$ cat config.mk
export PLATFORM = sky130hd
export DESIGN_NAME = sdac_frame_rx
export DESIGN_NICKNAME = d
export VERILOG_FILES = /design/src/rtl/sdac_pkg.sv /design/src/rtl/sdac_in_sample.sv /design/src/rtl/sdac_shifter.sv /design/src/rtl/sdac_out_regs.sv /design/src/rtl/sdac_frame_rx.sv
export SDC_FILE = /design/constraint.sdc
export NUM_CORES = 1
export LEC_CHECK = 0
export ABC_AREA = 1
export BUFFER_PORTS_ARGS = -buffer_cell sky130_fd_sc_hd__buf_2
export CAP_MARGIN = 20
export CORE_ASPECT_RATIO = 1.5
export CORE_MARGIN = 2
export CORE_UTILIZATION = 41
export CTS_CLUSTER_DIAMETER = 60
export DETAILED_ROUTE_END_ITERATION = 10
export PLACE_DENSITY = 0.65
export SETUP_SLACK_MARGIN = 0.05
export SKIP_CTS_REPAIR_TIMING = 1
export SLEW_MARGIN = 20
export SYNTH_ARGS = -nofsm -noshare
export SYNTH_HDL_FRONTEND = slang
export SYNTH_SLANG_ARGS = --single-unit
$ cat constraint.sdc
create_clock -name clk -period 1.75 [get_ports clk]
set_input_delay 0.2625 -clock clk [delete_from_list [all_inputs] [get_ports clk]]
set_output_delay 0.2625 -clock clk [all_outputs]
set_load 0.005 [all_outputs]
$ cat src/rtl/sdac_pkg.sv
package sdac_pkg;

    localparam int FRAME_BITS = 24;
    localparam int CODE_W     = 16;
    localparam int MODE_W     = 2;

    typedef enum logic [MODE_W-1:0] {
        PM_ACTIVE  = 2'b00,
        PM_PULL_LO = 2'b01,
        PM_PULL_HI = 2'b10,
        PM_FLOAT   = 2'b11
    } pwr_mode_e;

    typedef struct packed {
        pwr_mode_e         mode;
        logic [CODE_W-1:0] code;
    } dac_word_t;

    // two's complement to offset binary: flip the sign bit
    function automatic logic [CODE_W-1:0] to_offset(input logic [CODE_W-1:0] c);
        return {~c[CODE_W-1], c[CODE_W-2:0]};
    endfunction

endpackage

$ cat src/rtl/sdac_in_sample.sv
module sdac_in_sample #(
    parameter int IN_STAGES = 1
) (
    input  logic clk,
    input  logic rst,
    input  logic frame_n,
    input  logic ser_clk,
    input  logic ser_dat,
    output logic sck_fall,
    output logic sel_hi,
    output logic dat_s
);
    logic [IN_STAGES-1:0] sck_p, sel_p, dat_p;
    logic                 sck_prev;

    generate
        if (IN_STAGES == 1) begin : g_one
            always_ff @(posedge clk) begin
                if (rst) begin
                    sck_p <= 1'b1;
                    sel_p <= 1'b1;
                    dat_p <= 1'b0;
                end else begin
                    sck_p <= ser_clk;
                    sel_p <= frame_n;
                    dat_p <= ser_dat;
                end
            end
        end else begin : g_many
            always_ff @(posedge clk) begin
                if (rst) begin
                    sck_p <= '1;
                    sel_p <= '1;
                    dat_p <= '0;
                end else begin
                    sck_p <= {sck_p[IN_STAGES-2:0], ser_clk};
                    sel_p <= {sel_p[IN_STAGES-2:0], frame_n};
                    dat_p <= {dat_p[IN_STAGES-2:0], ser_dat};
                end
            end
        end
    endgenerate

    always_ff @(posedge clk) begin
        if (rst) sck_prev <= 1'b1;
        else     sck_prev <= sck_p[IN_STAGES-1];
    end

    assign sck_fall = sck_prev & ~sck_p[IN_STAGES-1];
    assign sel_hi   = sel_p[IN_STAGES-1];
    assign dat_s    = dat_p[IN_STAGES-1];

endmodule

$ cat src/rtl/sdac_shifter.sv
module sdac_shifter
    import sdac_pkg::*;
#(
    parameter int FBITS = FRAME_BITS
) (
    input  logic      clk,
    input  logic      rst,
    input  logic      sck_fall,
    input  logic      sel_hi,
    input  logic      dat_s,
    output logic      commit,
    output logic      abort,
    output dac_word_t word
);
    localparam int CNT_W = $clog2(FBITS + 1);
    localparam logic [CNT_W-1:0] LAST = CNT_W'(FBITS - 1);
    localparam logic [CNT_W-1:0] FULL = CNT_W'(FBITS);

    logic [FBITS-1:0] shift_q;
    logic [CNT_W-1:0] cnt_q;
    logic             done_q;
    logic [FBITS-1:0] shift_nx;
    logic             take;

    assign take     = sck_fall && !sel_hi && !done_q;
    assign shift_nx = {shift_q[FBITS-2:0], dat_s};
    assign commit   = take && (cnt_q == LAST);
    assign abort    = sel_hi && !done_q && (cnt_q != '0);

    assign word.mode = pwr_mode_e'(shift_nx[CODE_W+MODE_W-1:CODE_W]);
    assign word.code = shift_nx[CODE_W-1:0];

    always_ff @(posedge clk) begin
        if (rst || sel_hi) begin
            shift_q <= '0;
            cnt_q   <= '0;
            done_q  <= 1'b0;
        end else if (take) begin
            shift_q <= shift_nx;
            cnt_q   <= commit ? FULL : cnt_q + 1'b1;
            done_q  <= commit;
        end
    end

    assert_cnt_bound_R2: assert property (@(posedge clk) disable iff (rst)
        cnt_q <= FULL);
    assert_clear_on_release_R6: assert property (@(posedge clk) disable iff (rst)
        sel_hi |=> (cnt_q == '0) && !done_q);
    assert_after_last_R7: assert property (@(posedge clk) disable iff (rst)
        (done_q && sck_fall && !sel_hi) |=> $stable(shift_q) && done_q);

endmodule

$ cat src/rtl/sdac_out_regs.sv
module sdac_out_regs
    import sdac_pkg::*;
(
    input  logic              clk,
    input  logic              rst,
    input  logic              commit,
    input  logic              abort,
    input  dac_word_t         word,
    output logic [CODE_W-1:0] core_code,
    output logic [MODE_W-1:0] pwr_mode,
    output logic              upd_pulse,
    output logic              abort_seen
);
    dac_word_t held_q;
    logic      upd_q;
    logic      abort_q;

    always_ff @(posedge clk) begin
        if (rst) begin
            held_q.code <= '0;
            held_q.mode <= PM_ACTIVE;
            upd_q       <= 1'b0;
            abort_q     <= 1'b0;
        end else begin
            upd_q <= commit;
            if (commit) held_q <= word;
            if (abort)  abort_q <= 1'b1;
        end
    end

    assign core_code  = to_offset(held_q.code);
    assign pwr_mode   = held_q.mode;
    assign upd_pulse  = upd_q;
    assign abort_seen = abort_q;

    assert_hold_without_commit_R5: assert property (@(posedge clk) disable iff (rst)
        !commit |=> $stable(held_q));
    assert_abort_sticky_R6: assert property (@(posedge clk) disable iff (rst)
        abort_q |=> abort_q);
    assert_single_strobe_R9: assert property (@(posedge clk) disable iff (rst)
        upd_q |=> !upd_q);

endmodule

$ cat src/rtl/sdac_frame_rx.sv
module sdac_frame_rx
    import sdac_pkg::*;
#(
    parameter int IN_STAGES = 1
) (
    input  logic              clk,
    input  logic              rst,
    input  logic              frame_n,
    input  logic              ser_clk,
    input  logic              ser_dat,
    output logic [CODE_W-1:0] core_code,
    output logic [MODE_W-1:0] pwr_mode,
    output logic              upd_pulse,
    output logic              abort_seen
);
    logic      sck_fall, sel_hi, dat_s;
    logic      commit, abort;
    dac_word_t word;

    sdac_in_sample #(.IN_STAGES(IN_STAGES)) u_in (
        .clk(clk), .rst(rst), .frame_n(frame_n), .ser_clk(ser_clk),
        .ser_dat(ser_dat), .sck_fall(sck_fall), .sel_hi(sel_hi), .dat_s(dat_s)
    );

    sdac_shifter #(.FBITS(FRAME_BITS)) u_shift (
        .clk(clk), .rst(rst), .sck_fall(sck_fall), .sel_hi(sel_hi),
        .dat_s(dat_s), .commit(commit), .abort(abort), .word(word)
    );

    sdac_out_regs u_out (
        .clk(clk), .rst(rst), .commit(commit), .abort(abort), .word(word),
        .core_code(core_code), .pwr_mode(pwr_mode), .upd_pulse(upd_pulse),
        .abort_seen(abort_seen)
    );

    assert_reset_midscale_R1: assert property (@(posedge clk)
        $past(rst) |-> (core_code == 16'h8000) && (pwr_mode == 2'b00) && !abort_seen);
    assert_change_with_strobe_R5: assert property (@(posedge clk) disable iff (rst)
        !upd_pulse |=> upd_pulse || ($stable(core_code) && $stable(pwr_mode)));

endmodule

**After elaboration in Yosys (flattened, before gate mapping)**

Index checks and enable logic that the tools add are counted.

- $add $sub $neg: 1
- Equal/unequal tests: 1
- Muxes and demuxes: 1
- Bitwise gates (word level): 3
- Reductions and logical operators: 9

Operator list:

| operator | number |
|---|---|
| $add 5x1->5 const B | 1 |
| $eq 5x5->1 const B | 1 |
| $logic_and 1x1->1 | 5 |
| $mux 5 | 1 |
| $reduce_bool 5->1 | 1 |
| $logic_not 1->1 | 2 |
| $not 1->1 | 2 |
| $and 1x1->1 | 1 |
| $logic_or 1x1->1 | 1 |

- Flip-flop bits (word level): 47
- Input port bits: 5
- Output and inout port bits: 20
- Word-level logic and storage cells: 26

**Longest topological paths before layout**

- Depth after elaboration: 6
- Depth in mapped cells: 8
- Depth with buffers taken out: 7

**Modules after synthesis**

Synthesis repeated with hierarchy kept, for this count alone.

- Cell total of the unflattened synthesis: 278
- Area, all modules: 2114.5 sq um

By module, submodules not included:

| module | times used | cells each | area an instance (sq um) | seq. area each (sq um) |
|---|---|---|---|---|
| sdac_out_regs | 1 | 138 | 1029.7 | 400.4 |
| sdac_shifter | 1 | 125 | 963.4 | 460.4 |
| sdac_in_sample | 1 | 15 | 121.4 | 80.1 |

**Worst setup path before layout**

OpenSTA, ideal clock, no wires.

- Path type: flip-flop to flip-flop
- From: register u_shift.cnt_q[0]
- To: register u_out.held_q, in the netlist u_out.core_code[0]
- Library setup time: 0.113 ns
- Arrival: 1.177 ns
- Data required time: 1.637 ns
- Slack: 0.461 ns
- Stages on the path, launching flop included: 8
- Buffers on the path: 1
- Clock period less this slack: 1.289 ns
- Cell sequence: dfxtp_1 > ha_1 > nand2_1 > nor3_4 > nand2_4 > buf_2 > nand3_1 > nand2_1

- Cells in the longest elaborated chain, start to end: 2

RTL lines:

| item | line | text |
|---|---|---|
| start: declaration | sdac_shifter.sv:20 | `logic [CNT_W-1:0] cnt_q;` |
| start signal: assignment | sdac_shifter.sv:40 | `cnt_q <= commit ? FULL : cnt_q + 1'b1;` |
| $eq 5x5->1 | sdac_shifter.sv:27 | `assign commit = take && (cnt_q == LAST);` |
| $logic_and 1x1->1 | sdac_shifter.sv:27 |  |
| end signal: assignment | sdac_out_regs.sv:26 | `if (commit) held_q <= word;` |
| end: declaration | sdac_out_regs.sv:14 | `dac_word_t held_q;` |

No other way between the ends.
A chain may end at the register's enable or synchronous reset.

**Final worst setup path**

- From: register u_shift.cnt_q[0]
- To: register u_out.held_q, in the netlist u_out.core_code[6]

Same word-level chain as after synthesis.

==> reports/metrics.csv <==
stage,metric,value,unit
logic_synthesis,syn-cell-area,1870,µm²
critical_path,cp-startpoint,u_shift.cnt_q[0]$_SDFFE_PP0P_,
critical_path,end_kind,flop,
timing,slew_viol_final,0,
logic_synthesis,synth_warnings,0,
timing,clock.fmax,661,MHz
placed_design,dp_slack,0.261,ns
logic_synthesis,yosys_register_bits,47,
cts,clock-root-buffer,clkbuf_8,
timing,setup_viol,0,
logic_synthesis,synth_nets,243,
cts,cts_tree,yes,
placed_design,place.gp.congestion,0.796,
status,status,finished clean,
floorplan,rows,30,
job,cap_violations,0,
timing,finalCritPeriodShare,86.4,%
timing,min_period,1.51,ns
placed_design,hpwlAfterDp,2.38,mm
timing,fin_ws,0.237,ns
finish,final_util,46.2,%
detailed_routing,vias,1455,
finish,area_growth,10.2,%
cts,insertion_delay,0.30,ns
logic_synthesis,avgSynthCellArea,7.93,µm²
finish,fillers,437,
global_routing,overflow,0,
min_path,hold_start,ser_clk,
detailed_routing,drcViolationCount,0,
pwr,leakagePower,0.000914,µW
cts,cts_htree_levels,2,
finish,final_nets,254,
logic_synthesis,synth_top_cell_area_share,50.3,%
logic_synthesis,synth-seq-area-share,50.3,%
detailed_routing,ant_nets,0,
pwr,power,2080,µW
floorplan,io_pins,25,
finish,regArea,941,µm²
timing,skew,0.00634,ns
finish,multi_input_comb_area,684,µm²
global_routing,grt_usage,14.7,%
pwr,cellPowerDensity,1010,nW/µm²
timing,tightest_slew,0.315,ns
critical_path,worstPathArrival,1.77,ns
timing,fin_tns_setup,0,ns
cts,cts_inserted_buffers,5,
cts,clk_path_buf_depth,2,
min_path,hold_path_class,input pin to flop,
logic_synthesis,synth_area_leaders,"dfxtp_1 50%, nand2_1 9.8%, buf_4 6.8%",
floorplan,start_util,41.9,%
timing,slew_headroom,79.0,%
timing,final_hold_viol_count,0,
global_routing,grt_max_degree,23,
finish,drive_above_1_share,19.4,%
logic_synthesis,synth_top_area_cell,dfxtp_1,
critical_path,criticalPathCategory,flop to flop,
floorplan,core,4470,µm²
global_routing,grt_pass1_wl,5.69,mm
critical_path,critPathLaunchType,flop,
detailed_routing,dr.pass1.iters,4,
floorplan,chipHeight,86.7,µm
timing,rsz0062_at_grt,no,
logic_synthesis,syn_inst,236,
floorplan,dieArea,5130,µm²
global_routing,antenna_found_initial,0,
logic_synthesis,yosys.cell_types.count,22,
detailed_routing,wl_per_cell,11.8,µm
placed_design,io_buffer_count,24,
floorplan,fp.dieW,59.2,µm
detailed_routing,postRouteWirelength,3.50,mm
cts,clock-sinks,47,
detailed_routing,drt_iter0_markers,32,
critical_path,r2r_start,u_shift.cnt_q[0]$_SDFFE_PP0P_,
pwr,vdd_ir_drop_max,561,µV
finish,diodes,0,
detailed_routing,vias_per_cell,4.92,
cts,path_clk_slew,0.09,ns
critical_path,path_max_fanout,15,
critical_path,critPathRequiredTime,2.01,ns
global_routing,grt_pass1_vias,1327,
layout by cell type, fill, tap and decap left out, types with 5 or more instances in the layout:
| cell type | instances |
|---|---|
| nand2_1 | 49 |
| dfxtp_1 | 47 |
| nor2_1 | 29 |
| nand3_1 | 24 |
| buf_2 | 24 |
| o21ai_0 | 17 |
| inv_1 | 14 |
| a21oi_1 | 14 |
| buf_4 | 7 |
| clkbuf_8 | 5 |
metrics by stage:
step | hold WS (ns) | std cells | area [µm²]
after floorplan | 0.366 | 236 | 1870
after global placement | 0.434 | 287 | 1910
after detailed placement | 0.438 | 287 | 1910
after CTS | 0.132 | 295 | 2050
after global routing | 0.135 | 296 | 2060
final | 0.137 | 296 | 2060
report_power, final:
part,total [µW],switching [µW],leakage [µW],internal (µW)
logic,58.4,38.5,0.000470,19.8
registers,1080,5.02,0.000380,1080
clock network,943,374,0.0000644,569
registers in the layout, summed over array words and instances, names as in the netlist:
name,cells
u_shift.shift_q,17
u_out.core_code,15
u_shift.cnt_q,5
u_out.pwr_mode,2
u_in.dat_s,1
u_in.sck_p,1
u_in.sck_prev,1
u_in.sel_hi,1
u_out.abort_seen,1
u_out.held_q,1
u_out.upd_pulse,1
u_shift.done_q,1
synthesized netlist by cell type:
library cell and instances:
or2_2 2, inv_2 2, a21oi_1 14, nor2_1 29, nor3_4 1, clkbuf_1 4
nor2_2 1, a211oi_1 1, nand2_1 49, buf_1 1, ha_1 2, nand4_1 1
nand2_4 1, buf_2 4, nand3_1 24, clkinv_1 2, buf_4 17, buf_6 2
o21ai_0 17, dfxtp_1 47, nor2_8 1, inv_1 14
kinds of logic (layout without fill, tap and decap cells):
| logic type | count (synthesis) | after routing | synth area share [%] |
|---|---|---|---|
| simple gates | 109 | 110 | 26.0 |
| flops | 47 | 47 | 50.3 |
| buf+inv | 46 | 57 | 13.7 |
| compound gates | 32 | 32 | 8.70 |
| fa+ha+maj | 2 | 2 | 1.34 |
worst max-delay path, cell delays in order (launching register included):
cell and delay, ns:
dfxtp_1 0.38, ha_1 0.18, nand2_1 0.11, nor3_4 0.20, nand2_4 0.19, nor2_4 0.26, nand2_1 0.09, nand2_1 0.06
final timing paths:
kind / slack, ns / to / cells past startpoint
setup / recovery: 0.24 / u_out.core_code[6]$_SDFFE_PP0P_ / 7
hold / removal: 0.14 / u_in.sck_p$_SDFF_PP1_ / 2
setup reg to reg: 0.24 / u_out.core_code[6]$_SDFFE_PP0P_ / 7
hold reg to reg: 0.44 / u_in.sck_prev$_SDFF_PP1_ / 2
layout make-up:
| type | instances | share of cell area (%) |
|---|---|---|
| multi-input combinational | 144 | 33.2 |
| sequential | 47 | 45.6 |
| inverter | 18 | 3.28 |
| tap | 48 | 2.91 |
| clock inverter | 3 | 3.28 |
| timing repair buffer | 31 | 8.37 |
| clock buffer | 5 | 3.34 |
routing by layer:
| metal | global-route usage, % | up-vias | wire length (µm) |
|---|---|---|---|
| met4 | 7.44 | 0 | 83 |
| li1 | - | 754 | - |
| met1 | 15.2 | 670 | 1480 |
| met3 | 4.03 | 7 | 89 |
| met5 | 0 | - | 0 |
| met2 | 26.2 | 24 | 1840 |
No activity file was read; power rests on OpenSTA's default activity.
